<file path="config.mk">
export PLATFORM = sky130hd
export DESIGN_NAME = exc_dispatch_ctrl
export DESIGN_NICKNAME = d
export VERILOG_FILES = /design/src/rtl/exc_pkg.sv /design/src/rtl/exc_cause_map.sv /design/src/rtl/exc_vector_sel.sv /design/src/rtl/exc_dbg_gate.sv /design/src/rtl/exc_dispatch_ctrl.sv
export SDC_FILE = /design/constraint.sdc
export NUM_CORES = 1
export LEC_CHECK = 0
export BUFFER_PORTS_ARGS = -buffer_cell sky130_fd_sc_hd__buf_2
export CAP_MARGIN = 20
export CELL_PAD_IN_SITES_DETAIL_PLACEMENT = 2
export CELL_PAD_IN_SITES_GLOBAL_PLACEMENT = 2
export CORE_ASPECT_RATIO = 1.4
export CORE_MARGIN = 2
export CORE_UTILIZATION = 30
export CTS_CLUSTER_DIAMETER = 80
export CTS_CLUSTER_SIZE = 25
export DETAILED_ROUTE_END_ITERATION = 8
export PLACE_DENSITY = 0.85
export SYNTH_ARGS = -nofsm -noshare
export SYNTH_HDL_FRONTEND = slang
export SYNTH_SLANG_ARGS = --single-unit
</file>
<file path="constraint.sdc">
create_clock -name clk -period 1.8 [get_ports clk]
set_clock_uncertainty 0.1 [all_clocks]
set_input_delay 0.36 -clock clk [delete_from_list [all_inputs] [get_ports clk]]
set_output_delay 0.36 -clock clk [all_outputs]
set_load 0.02 [all_outputs]
</file>
<file path="src/rtl/exc_pkg.sv">
package exc_pkg;

   typedef enum logic [1:0] {
      VEC_USER   = 2'd0,
      VEC_KERNEL = 2'd1,
      VEC_DOUBLE = 2'd2,
      VEC_DEBUG  = 2'd3
   } vec_e;

   typedef enum logic [1:0] {
      KIND_GENERAL   = 2'd0,
      KIND_MISALIGN  = 2'd1,
      KIND_FETCH_BUS = 2'd2,
      KIND_DATA_BUS  = 2'd3
   } kind_e;

endpackage

</file>
<file path="src/rtl/exc_cause_map.sv">
module exc_cause_map
   import exc_pkg::*;
#(
   parameter int AW            = 32,
   parameter int CW            = 6,
   parameter int ALIGN_CAUSE   = 9,
   parameter int FETCH_CAUSE   = 12,
   parameter int DATA_CAUSE    = 13,
   parameter bit UNALIGNED_EXC = 1'b1,
   parameter bit HW_ALIGN      = 1'b0
) (
   input  logic          req,
   input  logic [1:0]    kind,
   input  logic [CW-1:0] cause_in,
   input  logic [AW-1:0] pc,
   input  logic [AW-1:0] vaddr,
   input  logic          addr_valid,
   output logic          take,
   output logic [CW-1:0] cause_out,
   output logic          addr_wr,
   output logic [AW-1:0] addr_out
);

   localparam logic [CW-1:0] ALIGN_C = CW'(ALIGN_CAUSE);
   localparam logic [CW-1:0] FETCH_C = CW'(FETCH_CAUSE);
   localparam logic [CW-1:0] DATA_C  = CW'(DATA_CAUSE);

   initial begin
      assert (ALIGN_CAUSE < (1 << CW) && FETCH_CAUSE < (1 << CW) && DATA_CAUSE < (1 << CW))
         else $error("exc_cause_map: a fixed cause code does not fit in CW bits");
   end

   logic align_on;

   generate
      if (UNALIGNED_EXC && !HW_ALIGN) begin : g_align_trap
         assign align_on = 1'b1;
      end else begin : g_align_quiet
         assign align_on = 1'b0;
      end
   endgenerate

   always_comb begin
      take      = 1'b0;
      cause_out = cause_in;
      addr_wr   = 1'b0;
      addr_out  = vaddr;
      if (req) begin
         unique case (kind_e'(kind))
            KIND_GENERAL: begin
               take    = 1'b1;
               addr_wr = addr_valid;
            end
            KIND_MISALIGN: begin
               take      = align_on;
               cause_out = ALIGN_C;
               addr_wr   = align_on;
            end
            KIND_FETCH_BUS: begin
               take      = 1'b1;
               cause_out = FETCH_C;
               addr_wr   = 1'b1;
               addr_out  = pc;
            end
            KIND_DATA_BUS: begin
               take      = 1'b1;
               cause_out = DATA_C;
               addr_wr   = 1'b1;
            end
            default: take = 1'b0;
         endcase
      end
   end

endmodule

</file>
<file path="src/rtl/exc_vector_sel.sv">
module exc_vector_sel
   import exc_pkg::*;
#(
   parameter int SW       = 16,
   parameter int EXCM_BIT = 4,
   parameter int UM_BIT   = 5
) (
   input  logic [SW-1:0] status,
   output logic          nested,
   output logic [1:0]    vec
);

   initial begin
      assert (EXCM_BIT < SW && UM_BIT < SW && EXCM_BIT != UM_BIT)
         else $error("exc_vector_sel: status bit positions invalid");
   end

   always_comb begin
      nested = status[EXCM_BIT];
      if (nested)
         vec = VEC_DOUBLE;
      else if (status[UM_BIT])
         vec = VEC_USER;
      else
         vec = VEC_KERNEL;
   end

endmodule

</file>
<file path="src/rtl/exc_dbg_gate.sv">
module exc_dbg_gate #(
   parameter int ILW       = 4,
   parameter int DBG_LEVEL = 6
) (
   input  logic           req,
   input  logic [ILW-1:0] intlevel,
   output logic           take
);

   localparam logic [ILW-1:0] LVL = ILW'(DBG_LEVEL);

   initial begin
      assert (DBG_LEVEL >= 2 && DBG_LEVEL < (1 << ILW))
         else $error("exc_dbg_gate: DBG_LEVEL outside the interrupt-level range");
   end

   assign take = req && (intlevel < LVL);

endmodule

</file>
<file path="src/rtl/exc_dispatch_ctrl.sv">
module exc_dispatch_ctrl
   import exc_pkg::*;
#(
   parameter int AW            = 32,
   parameter int CW            = 6,
   parameter int DCW           = 6,
   parameter int SW            = 16,
   parameter int IL_LSB        = 0,
   parameter int IL_W          = 4,
   parameter int EXCM_BIT      = 4,
   parameter int UM_BIT        = 5,
   parameter int DBG_LEVEL     = 6,
   parameter bit HAS_DEPC      = 1'b1,
   parameter bit UNALIGNED_EXC = 1'b1,
   parameter bit HW_ALIGN      = 1'b0,
   parameter int ALIGN_CAUSE   = 9,
   parameter int FETCH_CAUSE   = 12,
   parameter int DATA_CAUSE    = 13
) (
   input  logic           clk,
   input  logic           rst_n,
   input  logic           exc_req,
   input  logic [1:0]     exc_kind,
   input  logic [CW-1:0]  exc_cause,
   input  logic [AW-1:0]  exc_pc,
   input  logic [AW-1:0]  exc_vaddr,
   input  logic           exc_addr_valid,
   input  logic           dbg_req,
   input  logic [DCW-1:0] dbg_cause,
   input  logic           sts_wr,
   input  logic [SW-1:0]  sts_wdata,
   output logic           vec_valid,
   output logic [1:0]     vec_sel,
   output logic [SW-1:0]  status_o,
   output logic [AW-1:0]  epc1_o,
   output logic [AW-1:0]  depc_o,
   output logic [CW-1:0]  exccause_o,
   output logic [AW-1:0]  excvaddr_o,
   output logic [DCW-1:0] dbgcause_o,
   output logic [AW-1:0]  dbg_epc_o,
   output logic [SW-1:0]  dbg_eps_o
);

   localparam int IL_MSB = IL_LSB + IL_W - 1;
   localparam logic [IL_W-1:0] DBG_LVL = IL_W'(DBG_LEVEL);

   initial begin
      assert (IL_MSB < SW) else $error("exc_dispatch_ctrl: level field exceeds status width");
      assert ((EXCM_BIT < IL_LSB || EXCM_BIT > IL_MSB) && (UM_BIT < IL_LSB || UM_BIT > IL_MSB))
         else $error("exc_dispatch_ctrl: mode bits overlap the level field");
   end

   logic [SW-1:0]   status_q;
   logic [IL_W-1:0] cur_level;
   logic            dbg_take;
   logic            gen_hit;
   logic            gen_go;
   logic [CW-1:0]   gen_cause;
   logic            gen_addr_wr;
   logic [AW-1:0]   gen_addr;
   logic            nested;
   logic [1:0]      gen_vec;
   logic            epc1_we;
   logic [SW-1:0]   dbg_status;
   logic [SW-1:0]   gen_status;

   assign cur_level = status_q[IL_MSB:IL_LSB];

   exc_dbg_gate #(
      .ILW       (IL_W),
      .DBG_LEVEL (DBG_LEVEL)
   ) u_gate (
      .req      (dbg_req),
      .intlevel (cur_level),
      .take     (dbg_take)
   );

   exc_cause_map #(
      .AW            (AW),
      .CW            (CW),
      .ALIGN_CAUSE   (ALIGN_CAUSE),
      .FETCH_CAUSE   (FETCH_CAUSE),
      .DATA_CAUSE    (DATA_CAUSE),
      .UNALIGNED_EXC (UNALIGNED_EXC),
      .HW_ALIGN      (HW_ALIGN)
   ) u_cmap (
      .req        (exc_req),
      .kind       (exc_kind),
      .cause_in   (exc_cause),
      .pc         (exc_pc),
      .vaddr      (exc_vaddr),
      .addr_valid (exc_addr_valid),
      .take       (gen_hit),
      .cause_out  (gen_cause),
      .addr_wr    (gen_addr_wr),
      .addr_out   (gen_addr)
   );

   exc_vector_sel #(
      .SW       (SW),
      .EXCM_BIT (EXCM_BIT),
      .UM_BIT   (UM_BIT)
   ) u_vsel (
      .status (status_q),
      .nested (nested),
      .vec    (gen_vec)
   );

   // debug entry outranks a general exception in the same cycle
   assign gen_go = gen_hit && !dbg_take;

   always_comb begin
      dbg_status                 = status_q;
      dbg_status[IL_MSB:IL_LSB]  = DBG_LVL;
      dbg_status[EXCM_BIT]       = 1'b1;
      gen_status                 = status_q;
      gen_status[EXCM_BIT]       = 1'b1;
   end

   always_ff @(posedge clk or negedge rst_n) begin
      if (!rst_n) begin
         status_q   <= '0;
         vec_valid  <= 1'b0;
         vec_sel    <= VEC_USER;
         exccause_o <= '0;
         excvaddr_o <= '0;
         dbgcause_o <= '0;
         dbg_epc_o  <= '0;
         dbg_eps_o  <= '0;
      end else begin
         vec_valid <= 1'b0;
         if (dbg_take) begin
            dbgcause_o <= dbg_cause;
            dbg_epc_o  <= exc_pc;
            dbg_eps_o  <= status_q;
            status_q   <= dbg_status;
            vec_valid  <= 1'b1;
            vec_sel    <= VEC_DEBUG;
         end else if (gen_go) begin
            exccause_o <= gen_cause;
            if (gen_addr_wr)
               excvaddr_o <= gen_addr;
            status_q  <= gen_status;
            vec_valid <= 1'b1;
            vec_sel   <= gen_vec;
         end else if (sts_wr) begin
            status_q <= sts_wdata;
         end
      end
   end

   generate
      if (HAS_DEPC) begin : g_depc
         logic [AW-1:0] depc_q;
         assign epc1_we = gen_go && !nested;
         always_ff @(posedge clk or negedge rst_n) begin
            if (!rst_n)
               depc_q <= '0;
            else if (gen_go && nested)
               depc_q <= exc_pc;
         end
         assign depc_o = depc_q;
      end else begin : g_no_depc
         assign epc1_we = gen_go;
         assign depc_o  = '0;
      end
   endgenerate

   always_ff @(posedge clk or negedge rst_n) begin
      if (!rst_n)
         epc1_o <= '0;
      else if (epc1_we)
         epc1_o <= exc_pc;
   end

   assign status_o = status_q;

   // ---------------- assertions ----------------
   AST_EXCM_ON_DISPATCH: assert property (@(posedge clk) disable iff (!rst_n)
      vec_valid |-> status_q[EXCM_BIT]);

   AST_SINGLE_PULSE: assert property (@(posedge clk) disable iff (!rst_n)
      vec_valid && !$past(exc_req) && !$past(dbg_req) |-> 1'b0);

   AST_DOUBLE_NESTED: assert property (@(posedge clk) disable iff (!rst_n)
      vec_valid && vec_sel == VEC_DOUBLE |-> $past(status_q[EXCM_BIT]));

   AST_USER_VECTOR: assert property (@(posedge clk) disable iff (!rst_n)
      vec_valid && vec_sel == VEC_USER |-> $past(status_q[UM_BIT]) && !$past(status_q[EXCM_BIT]));

   AST_DBG_BELOW_LEVEL: assert property (@(posedge clk) disable iff (!rst_n)
      vec_valid && vec_sel == VEC_DEBUG |-> $past(cur_level) < DBG_LVL);

   AST_DBG_RAISES_LEVEL: assert property (@(posedge clk) disable iff (!rst_n)
      vec_valid && vec_sel == VEC_DEBUG |-> cur_level == DBG_LVL && dbg_eps_o == $past(status_q));

   AST_DBG_KEEPS_CAUSE: assert property (@(posedge clk) disable iff (!rst_n)
      vec_valid && vec_sel == VEC_DEBUG |-> $stable(exccause_o));

endmodule

</file>
==> results_tabular.tex, run 1 <==
\begin{tabular}{lr}
\hline
Metric & Value \\
\hline
\multicolumn{2}{l}{\textbf{Pwr}} \\
Leak pwr & 0.004811 uW \\
Overall Power & 15750 uW \\
Clock power share & 0.240 \\
Switching power share of the total & 0.3680 \\
Total power per unit cell area & 1593 mW/mm2 \\
Internal Dissipation & 9954 uW \\
Share of total power in combinational logic & 0.375 \\
Net switching component of the power & 5795 uW \\
Sequential group share of total power & 0.384 \\
Peak ir drop on the vdd network & 0.6903 mV \\
\multicolumn{2}{l}{\textbf{Synthesis}} \\
Post-Synthesis Cells & 442 \\
Syn avg cell area & 16.40 um2 \\
Post-synthesis sequential area ratio & 0.6040 \\
Primary FF master, synth & sky130\_fd\_sc\_hd\_\_dfrtp\_1 \\
Flops \& latches, synth & 175 \\
Syn Nets & 542 \\
Number of synthesized flops with an enable pin & 0 \\
Async set or reset register ratio after synthesis & 1.000 \\
Number of warning messages in the yosys log & 0 \\
Yosys cell types & 27 \\
Area of the mapped netlist & 0.007251 mm2 \\
Cell types with the largest area share after synthesis & sky130\_fd\_sc\_hd\_\_dfrtp\_1, sky130\_fd\_sc\_hd\_\_mux2\_2, sky130\_fd\_sc\_hd\_\_mux2\_4 \\
Leading area contributor after synthesis & sky130\_fd\_sc\_hd\_\_dfrtp\_1 \\
Post-synth top area share & 0.6040 \\
\multicolumn{2}{l}{\textbf{Global route}} \\
Maximum number of pins on one net before global-route repair & 56 \\
Overall overflow remaining after global route & 0 \\
Initial antenna violation count & 1 \\
Total track usage & 0.1820 \\
Vias in the first global route & 5744 \\
First-pass GRT wire length & 34710 um \\
\multicolumn{2}{l}{\textbf{Critical path}} \\
Setup slack, reg-to-reg & 0.04 ns \\
Startpoint of the worst register-to-register path & status\_o[2] \\
Worst EP required & 2.01 ns \\
FF-to-FF path depth & 5 \\
Slowest cell delay on critical path & 0.42 ns \\
Start-to-end type of the worst setup path & flip-flop to flip-flop \\
Kind of end point of the critical path & flip-flop \\
Arrival time reported for the critical path endpoint & 1.97 ns \\
Worst reg2reg endpoint & excvaddr\_o[21] \\
Biggest fanout along the worst timing path & 8 \\
Sort of element at the start of the critical path & flip-flop \\
Sequence of cells on the critical path & nand2\_4 -> a221oi\_4 -> buf\_12 -> clkbuf\_16 -> mux2\_2 \\
Critical-path top delay cell & sky130\_fd\_sc\_hd\_\_dfrtp\_1 \\
\multicolumn{2}{l}{\textbf{Clock network}} \\
Total number of clock tree sinks & 175 \\
Clock tree from TritonCTS & done \\
Number of buffers created by CTS & 17 \\
Htree depth & 4 \\
Number of buffers on the longest clock path & 2 \\
Buffer cell driving the clock tree root & sky130\_fd\_sc\_hd\_\_clkbuf\_16 \\
Clock latency on the worst-skew pair & 0.43 ns \\
Post-CTS clock slew at the launch and capture registers of the worst setup and hold paths & 0.07 ns \\
\multicolumn{2}{l}{\textbf{Place}} \\
Count of port buffers added during placement & 274 \\
Cells after DPL & 1026 \\
Standard cell area after detailed placement & 0.009126 mm2 \\
Detailed placement HPWL & 16470 um \\
Final weighted congestion of routability-driven global placement & 0.7624 \\
\multicolumn{2}{l}{\textbf{STA}} \\
Pin slew with the least headroom to its limit & 0.3192 ns \\
Period Utilization, post-route & 0.9753 \\
Maximum clock frequency & 569.6 MHz \\
Clock period minus worst slack & 1.756 ns \\
Total of endpoints with negative setup slack in the final report & 0 \\
Unrepaired setup endpoints after global routing & yes \\
Final count of pins violating max slew & 0 \\
Number of hold violations in the final report & 0 \\
Final sum of negative setup slack & 0 ns \\
Max\_slew headroom & 0.7865 \\
\multicolumn{2}{l}{\textbf{Final layout}} \\
Fraction of layout cells with a size suffix above 1 & 0.7065 \\
Area Growth Syn to Fin & 36.36\% \\
End-of-flow core utilization & 0.4153 \\
Commonest cells after routing, fill and taps aside & sky130\_fd\_sc\_hd\_\_buf\_2, sky130\_fd\_sc\_hd\_\_dfrtp\_1, sky130\_fd\_sc\_hd\_\_mux2\_2 \\
Non-filler instance count after layout & 1064 \\
Number of fill cells in the layout & 2418 \\
Most common cell after layout, fill and taps aside & sky130\_fd\_sc\_hd\_\_buf\_2 \\
Final-stage net count & 840 \\
Final cell area excluding filler cells & 0.009887 mm2 \\
\multicolumn{2}{l}{\textbf{Min path}} \\
Number of instances on the worst hold path & 2 \\
Hold Path Origin & dbg\_cause[3] \\
Worst Hold Endpoint & dbgcause\_o[3] \\
Kind of path behind the tightest hold check & input port to flip-flop \\
\multicolumn{2}{l}{\textbf{Floorplan}} \\
Die Area & 0.02545 mm2 \\
Initial standard-cell utilization of the core & 0.3046 \\
I/O pin count & 275 \\
Number of rows created at floorplan & 67 \\
Core outline area & 0.02381 mm2 \\
Die outline height & 187.9 um \\
Chip Width & 135.4 um \\
\multicolumn{2}{l}{\textbf{Detailed routing}} \\
Starting DRT DRC Count & 75 \\
Final ANT Viol Nets & 0 \\
Final WL & 22830 um \\
Final routed DRC violation total & 0 \\
Pre-antenna DRT Iters & 5 \\
Avg WL per Cell & 21.45 um \\
Per-cell via count in the routed design & 4.627 \\
Vias & 4923 \\
\multicolumn{2}{l}{\textbf{Flow run}} \\
Number of maximum-capacitance violations & 0 \\
\multicolumn{2}{l}{\textbf{Status}} \\
Outcome & finished, final reports clean \\
\hline
\end{tabular}
## cell usage after synthesis, types with 2 or more instances
| cell type | instances |
|---|---|
| sky130_fd_sc_hd__mux2i_1 | 9 |
| sky130_fd_sc_hd__a21oi_1 | 4 |
| sky130_fd_sc_hd__mux2_4 | 40 |
| sky130_fd_sc_hd__o21ai_0 | 2 |
| sky130_fd_sc_hd__mux2_1 | 2 |
| sky130_fd_sc_hd__nand2_1 | 11 |
| sky130_fd_sc_hd__nor2_1 | 2 |
| sky130_fd_sc_hd__buf_6 | 12 |
| sky130_fd_sc_hd__dfrtp_1 | 175 |
| sky130_fd_sc_hd__buf_4 | 5 |
| sky130_fd_sc_hd__nor2b_1 | 2 |
| sky130_fd_sc_hd__mux2_2 | 149 |
| sky130_fd_sc_hd__inv_1 | 9 |
| sky130_fd_sc_hd__a21oi_2 | 2 |
| sky130_fd_sc_hd__buf_2 | 6 |
## power by group through the flow
stage | Sequential (uW) | Combinational, uW | Clock (uW)
detailed placement | 6120 | 5880 | 0
global placement | 6010 | 5670 | 0
global route | 6220 | 6260 | 4080
floorplan | 7710 | 1810 | 0
finish | 6050 | 5910 | 3790
CTS | 6070 | 5970 | 3930
## worst max-delay path, delay by kind of cell, from the launching register on
| family | cells | cell delay, ns |
|---|---|---|
| compound gates | 1 | 0.33 |
| flops | 1 | 0.42 |
| buf+inv | 2 | 0.35 |
| mux | 1 | 0.33 |
| simple gates | 1 | 0.11 |
## routing by layer
metal,wire [um],up-vias,track usage
li1,-,2157,-
met1,8500,2541,0.1961
met2,12480,193,0.3378
met3,1326,32,0.04866
met4,515,0,0.06410
met5,0,-,0
## layout make-up
cell class                      instances  area (um2)  share of cell area
Tap cell                              310       387.9             0.03923
Inverter                               10       37.54            0.003797
Sequential cell                       175        4379              0.4429
Timing Repair Buffer                  302        1803              0.1824
Multi-Input combinational cell        234        2675              0.2706
Clock buffer                           20       466.7             0.04720
Clock inverter                         12       135.1             0.01367
Antenna cell                            1       2.502           0.0002531
## state kept, by name, summed over array words and instances (netlist names)
name and cells:
dbg_epc_o 32, dbg_eps_o 16, dbgcause_o 6, depc_o 32, epc1_o 32, exccause_o 6
excvaddr_o 32, status_o 16, vec_sel 2, vec_valid 1
## worst max-delay path by stage
stage / slack [ns] / cells after the start / start / endpoint
3_3_place_gp: -0.13 / 6 / dbg_req / excvaddr_o[16]
6_report: 0.04 / 5 / status_o[2] / excvaddr_o[21]
3_5_place_dp: -0.16 / 6 / dbg_req / excvaddr_o[28]
4_1_cts: -0.04 / 6 / status_o[3] / excvaddr_o[14]
5_1_grt: -0.01 / 5 / status_o[2] / excvaddr_o[0]
2_1_floorplan: 0.001 / 4 / status_o[2] / excvaddr_o[10]
## kinds of logic after synthesis
kind of cell / Yosys count / share of synthesized area
compound gates: 14 / 0.01898
buf+inv: 33 / 0.03313
flops: 175 / 0.6040
mux: 200 / 0.3298
simple gates: 20 / 0.01415
## metrics by stage
stage / setup WS (ns) / hold slack (ns)
floorplan: 0.001070 / -0.03559
global placement: -0.1293 / 0.1482
detailed placement: -0.1569 / 0.1504
CTS: -0.03688 / 0.02752
global route: -0.009894 / 0.04108
finish: 0.04449 / 0.05518
## what timing repair did
| item | in CTS | in global routing |
|---|---|---|
| pin swaps | 1 | 2 |
| setup endpoints to repair | 31 | 32 |
| setup buffers | 2 | 0 |
| hold buffers | 1 | 0 |
| endpoints found under the hold margin | 22 | 0 |
| gates resized for setup | 7 | 6 |
| gates cloned | 1 | 2 |
Power figures use the tool's default switching activity.
==> run 2, diff against run 1 <==
REMOVE_ABC_BUFFERS = 1   (was default)
==> run 2 against run 1 <==
Compared with the run above: sequential power about the same; final area about the same; die area unchanged; via count decreased by 0.14%; routed wire length decreased by 0.52%; cell count increased by 0.56%; register-to-register slack about the same; total power about the same; count of clock-buffer cells in the layout increased by 1; combinational power about the same; hold slack about the same; fmax increased by 0.47%.
==> results_tabular.tex, run 2 (same netlist as run 1, synthesis figures left out) <==
\begin{tabular}{lr}
\hline
Metric & Value \\
\hline
\multicolumn{2}{l}{\textbf{Floorplan}} \\
Chip Width & 135.4 um (unchanged) \\
Initial standard-cell utilization of the core & 0.3046 (unchanged) \\
Die outline height & 187.9 um (unchanged) \\
Die Area & 0.02545 mm2 (unchanged) \\
Core outline area & 0.02381 mm2 (unchanged) \\
I/O pin count & 275 (unchanged) \\
Number of rows created at floorplan & 67 (unchanged) \\
\multicolumn{2}{l}{\textbf{Detailed routing}} \\
Starting DRT DRC Count & 89 (+19\%) \\
Vias & 4916 (-0.14\%) \\
Final routed DRC violation total & 0 (unchanged) \\
Pre-antenna DRT Iters & 4 (-1) \\
Final ANT Viol Nets & 0 (unchanged) \\
Per-cell via count in the routed design & 4.594 (-0.70\%) \\
Avg WL per Cell & 21.22 um (-1.1\%) \\
Final WL & 22710 um (-0.52\%) \\
\multicolumn{2}{l}{\textbf{Pwr}} \\
Clock power share & 0.241 (about the same) \\
Peak ir drop on the vdd network & 0.7941 mV (+15\%) \\
Net switching component of the power & 5803 uW (+0.14\%) \\
Sequential group share of total power & 0.384 (about the same) \\
Internal Dissipation & 9939 uW (-0.15\%) \\
Share of total power in combinational logic & 0.375 (about the same) \\
Total power per unit cell area & 1591 mW/mm2 (about the same) \\
Overall Power & 15740 uW (about the same) \\
Leak pwr & 0.004810 uW (about the same) \\
Switching power share of the total & 0.3686 (+0.0006905) \\
\multicolumn{2}{l}{\textbf{STA}} \\
Period Utilization, post-route & 0.9707 (-0.004548) \\
Clock period minus worst slack & 1.747 ns (-0.008186 ns) \\
Max\_slew headroom & 0.6805 (-0.1061) \\
Unrepaired setup endpoints after global routing & yes \\
Total of endpoints with negative setup slack in the final report & 0 (unchanged) \\
Final critical-path setup slack & 0.05268 ns (+0.008186 ns) \\
Number of hold violations in the final report & 0 (unchanged) \\
Final sum of negative setup slack & 0 ns (unchanged) \\
Maximum clock frequency & 572.3 MHz (+0.47\%) \\
Final count of pins violating max slew & 0 (unchanged) \\
Pin slew with the least headroom to its limit & 0.4793 ns (+0.1601 ns) \\
\multicolumn{2}{l}{\textbf{Final layout}} \\
Most common cell after layout, fill and taps aside & sky130\_fd\_sc\_hd\_\_buf\_2 \\
Final cell area excluding filler cells & 0.009892 mm2 (about the same) \\
Number of fill cells in the layout & 2436 (+0.74\%) \\
Commonest cells after routing, fill and taps aside & sky130\_fd\_sc\_hd\_\_buf\_2, sky130\_fd\_sc\_hd\_\_dfrtp\_1, sky130\_fd\_sc\_hd\_\_mux2\_2 \\
Antenna diode count & 0 (-1) \\
Reg area & 0.004379 mm2 (unchanged) \\
Multi-input gate area & 0.002641 mm2 (-1.3\%) \\
Fraction of layout cells with a size suffix above 1 & 0.7079 (+0.001387) \\
End-of-flow core utilization & 0.4155 (about the same) \\
Area Growth Syn to Fin & 36.43\% (about the same) \\
Final-stage net count & 847 (+0.83\%) \\
\multicolumn{2}{l}{\textbf{Min path}} \\
Hold Path Origin & sts\_wdata[3] \\
Number of instances on the worst hold path & 2 (unchanged) \\
Worst Hold Endpoint & status\_o[3] \\
Kind of path behind the tightest hold check & input port to flip-flop \\
\multicolumn{2}{l}{\textbf{Critical path}} \\
FF-to-FF path depth & 5 (unchanged) \\
Sequence of cells on the critical path & nand2\_4 -> a221oi\_4 -> buf\_6 -> clkbuf\_16 -> mux2\_2 \\
Start-to-end type of the worst setup path & flip-flop to flip-flop \\
Arrival time reported for the critical path endpoint & 1.96 ns (about the same) \\
Biggest fanout along the worst timing path & 5 (-3) \\
Sort of element at the start of the critical path & flip-flop \\
Setup slack, reg-to-reg & 0.05 ns (about the same) \\
Critical-path top delay cell & sky130\_fd\_sc\_hd\_\_dfrtp\_1 \\
Worst reg2reg endpoint & excvaddr\_o[19] \\
Worst EP required & 2.02 ns (about the same) \\
Slowest cell delay on critical path & 0.39 ns (-0.03 ns) \\
Family with the most delay on the worst path & flip-flops \\
Startpoint of the worst register-to-register path & status\_o[1] \\
CP Buf/Inv Count & 2 (unchanged) \\
Kind of end point of the critical path & flip-flop \\
\multicolumn{2}{l}{\textbf{Global route}} \\
First-pass GRT wire length & 35000 um (+0.82\%) \\
Vias in the first global route & 5812 (+1.2\%) \\
Total track usage & 0.1828 (+0.0007803) \\
Initial antenna violation count & 0 (-1) \\
Overall overflow remaining after global route & 0 (unchanged) \\
Maximum number of pins on one net before global-route repair & 42 (-25\%) \\
\multicolumn{2}{l}{\textbf{Place}} \\
Final weighted congestion of routability-driven global placement & 0.7414 (-2.8\%) \\
Detailed placement HPWL & 16980 um (+3.0\%) \\
Standard cell area after detailed placement & 0.009221 mm2 (+1.0\%) \\
Pre-CTS setup slack & -0.1659 ns (-0.009012 ns) \\
Count of port buffers added during placement & 274 (unchanged) \\
\multicolumn{2}{l}{\textbf{Flow run}} \\
Number of maximum-capacitance violations & 0 (unchanged) \\
\multicolumn{2}{l}{\textbf{Status}} \\
Outcome & finished, final reports clean \\
\multicolumn{2}{l}{\textbf{Clock network}} \\
Buffer cell driving the clock tree root & sky130\_fd\_sc\_hd\_\_clkbuf\_16 \\
Clock latency on the worst-skew pair & 0.43 ns (about the same) \\
Htree depth & 4 (unchanged) \\
Number of buffers created by CTS & 17 (unchanged) \\
Post-CTS clock slew at the launch and capture registers of the worst setup and hold paths & 0.07 ns (about the same) \\
Clock tree from TritonCTS & done \\
Number of buffers on the longest clock path & 2 (unchanged) \\
Total number of clock tree sinks & 175 (unchanged) \\
\hline
\end{tabular}
[run 2: cell count changes in the layout (fill, tap and decap cells not counted), sizes merged]
cell / before / now
clkinvlp: 4 / 2
diode: 1 / 0
buf: 299 / 307
clkinv: 5 / 4
inv: 11 / 13
[run 2: timing repair]
item	CTS	global route
buffers inserted	4	2
pin swaps	1	2
setup endpoints to repair	12	31
endpoints found under the hold margin	33	0
hold buffers	1	0
gates cloned	1	1
resized for setup	2	4
[run 2: final cells by class]
| class | count | share of cell area |
|---|---|---|
| clock buffer | 21 | 0.04756 |
| clock inverter | 11 | 0.01303 |
| inverter | 10 | 0.003795 |
| multi-input combinational | 234 | 0.2670 |
| sequential | 175 | 0.4427 |
| tap | 310 | 0.03921 |
| timing repair buffer | 309 | 0.1867 |
[run 2: worst reg2reg max path: cells and delay by family, from the launching register on]
family	cells	cell delay (ns)
flops	1	0.39
compound gates	1	0.38
mux	1	0.34
buf+inv	2	0.33
simple gates	1	0.10
[run 2: power by group through the flow]
| stage | registers (uW) | logic [uW] | clock network (uW) |
|---|---|---|---|
| floorplan | 7710 | 1740 | 0 |
| global placement | 5960 | 5710 | 0 |
| detailed placement | 6120 | 5930 | 0 |
| CTS | 6070 | 6010 | 3920 |
| global route | 6230 | 6260 | 4100 |
| finish | 6050 | 5900 | 3790 |
[run 2: worst max path at each step]
| stage | startpoint | to | slack [ns] | cells past startpoint |
|---|---|---|---|---|
| detailed placement | dbg_req | excvaddr_o[19] | -0.17 | 6 |
| global placement | dbg_req | excvaddr_o[21] | -0.14 | 6 |
| global route | status_o[2] | excvaddr_o[19] | -0.01 | 5 |
| finish | status_o[1] | excvaddr_o[19] | 0.05 | 5 |
| floorplan | status_o[3] | dbg_epc_o[0] | -1.29 | 3 |
| CTS | status_o[3] | excvaddr_o[0] | -0.005 | 6 |
[run 2: through the flow]
stage               cells  hold slack, ns
global route         1070         0.03573
floorplan             419        -0.03559
global placement     1032          0.2314
detailed placement   1032          0.2352
CTS                  1070         0.02795
finish               1070         0.05556
[run 2: routing by layer]
metal / GRT usage / up-vias / share of wire
met5: 0 / - / 0
li1: - / 2158 / -
met2: 0.3528 / 173 / 0.57
met1: 0.1888 / 2561 / 0.36
met4: 0.04848 / 0 / 0.013
met3: 0.05353 / 24 / 0.057
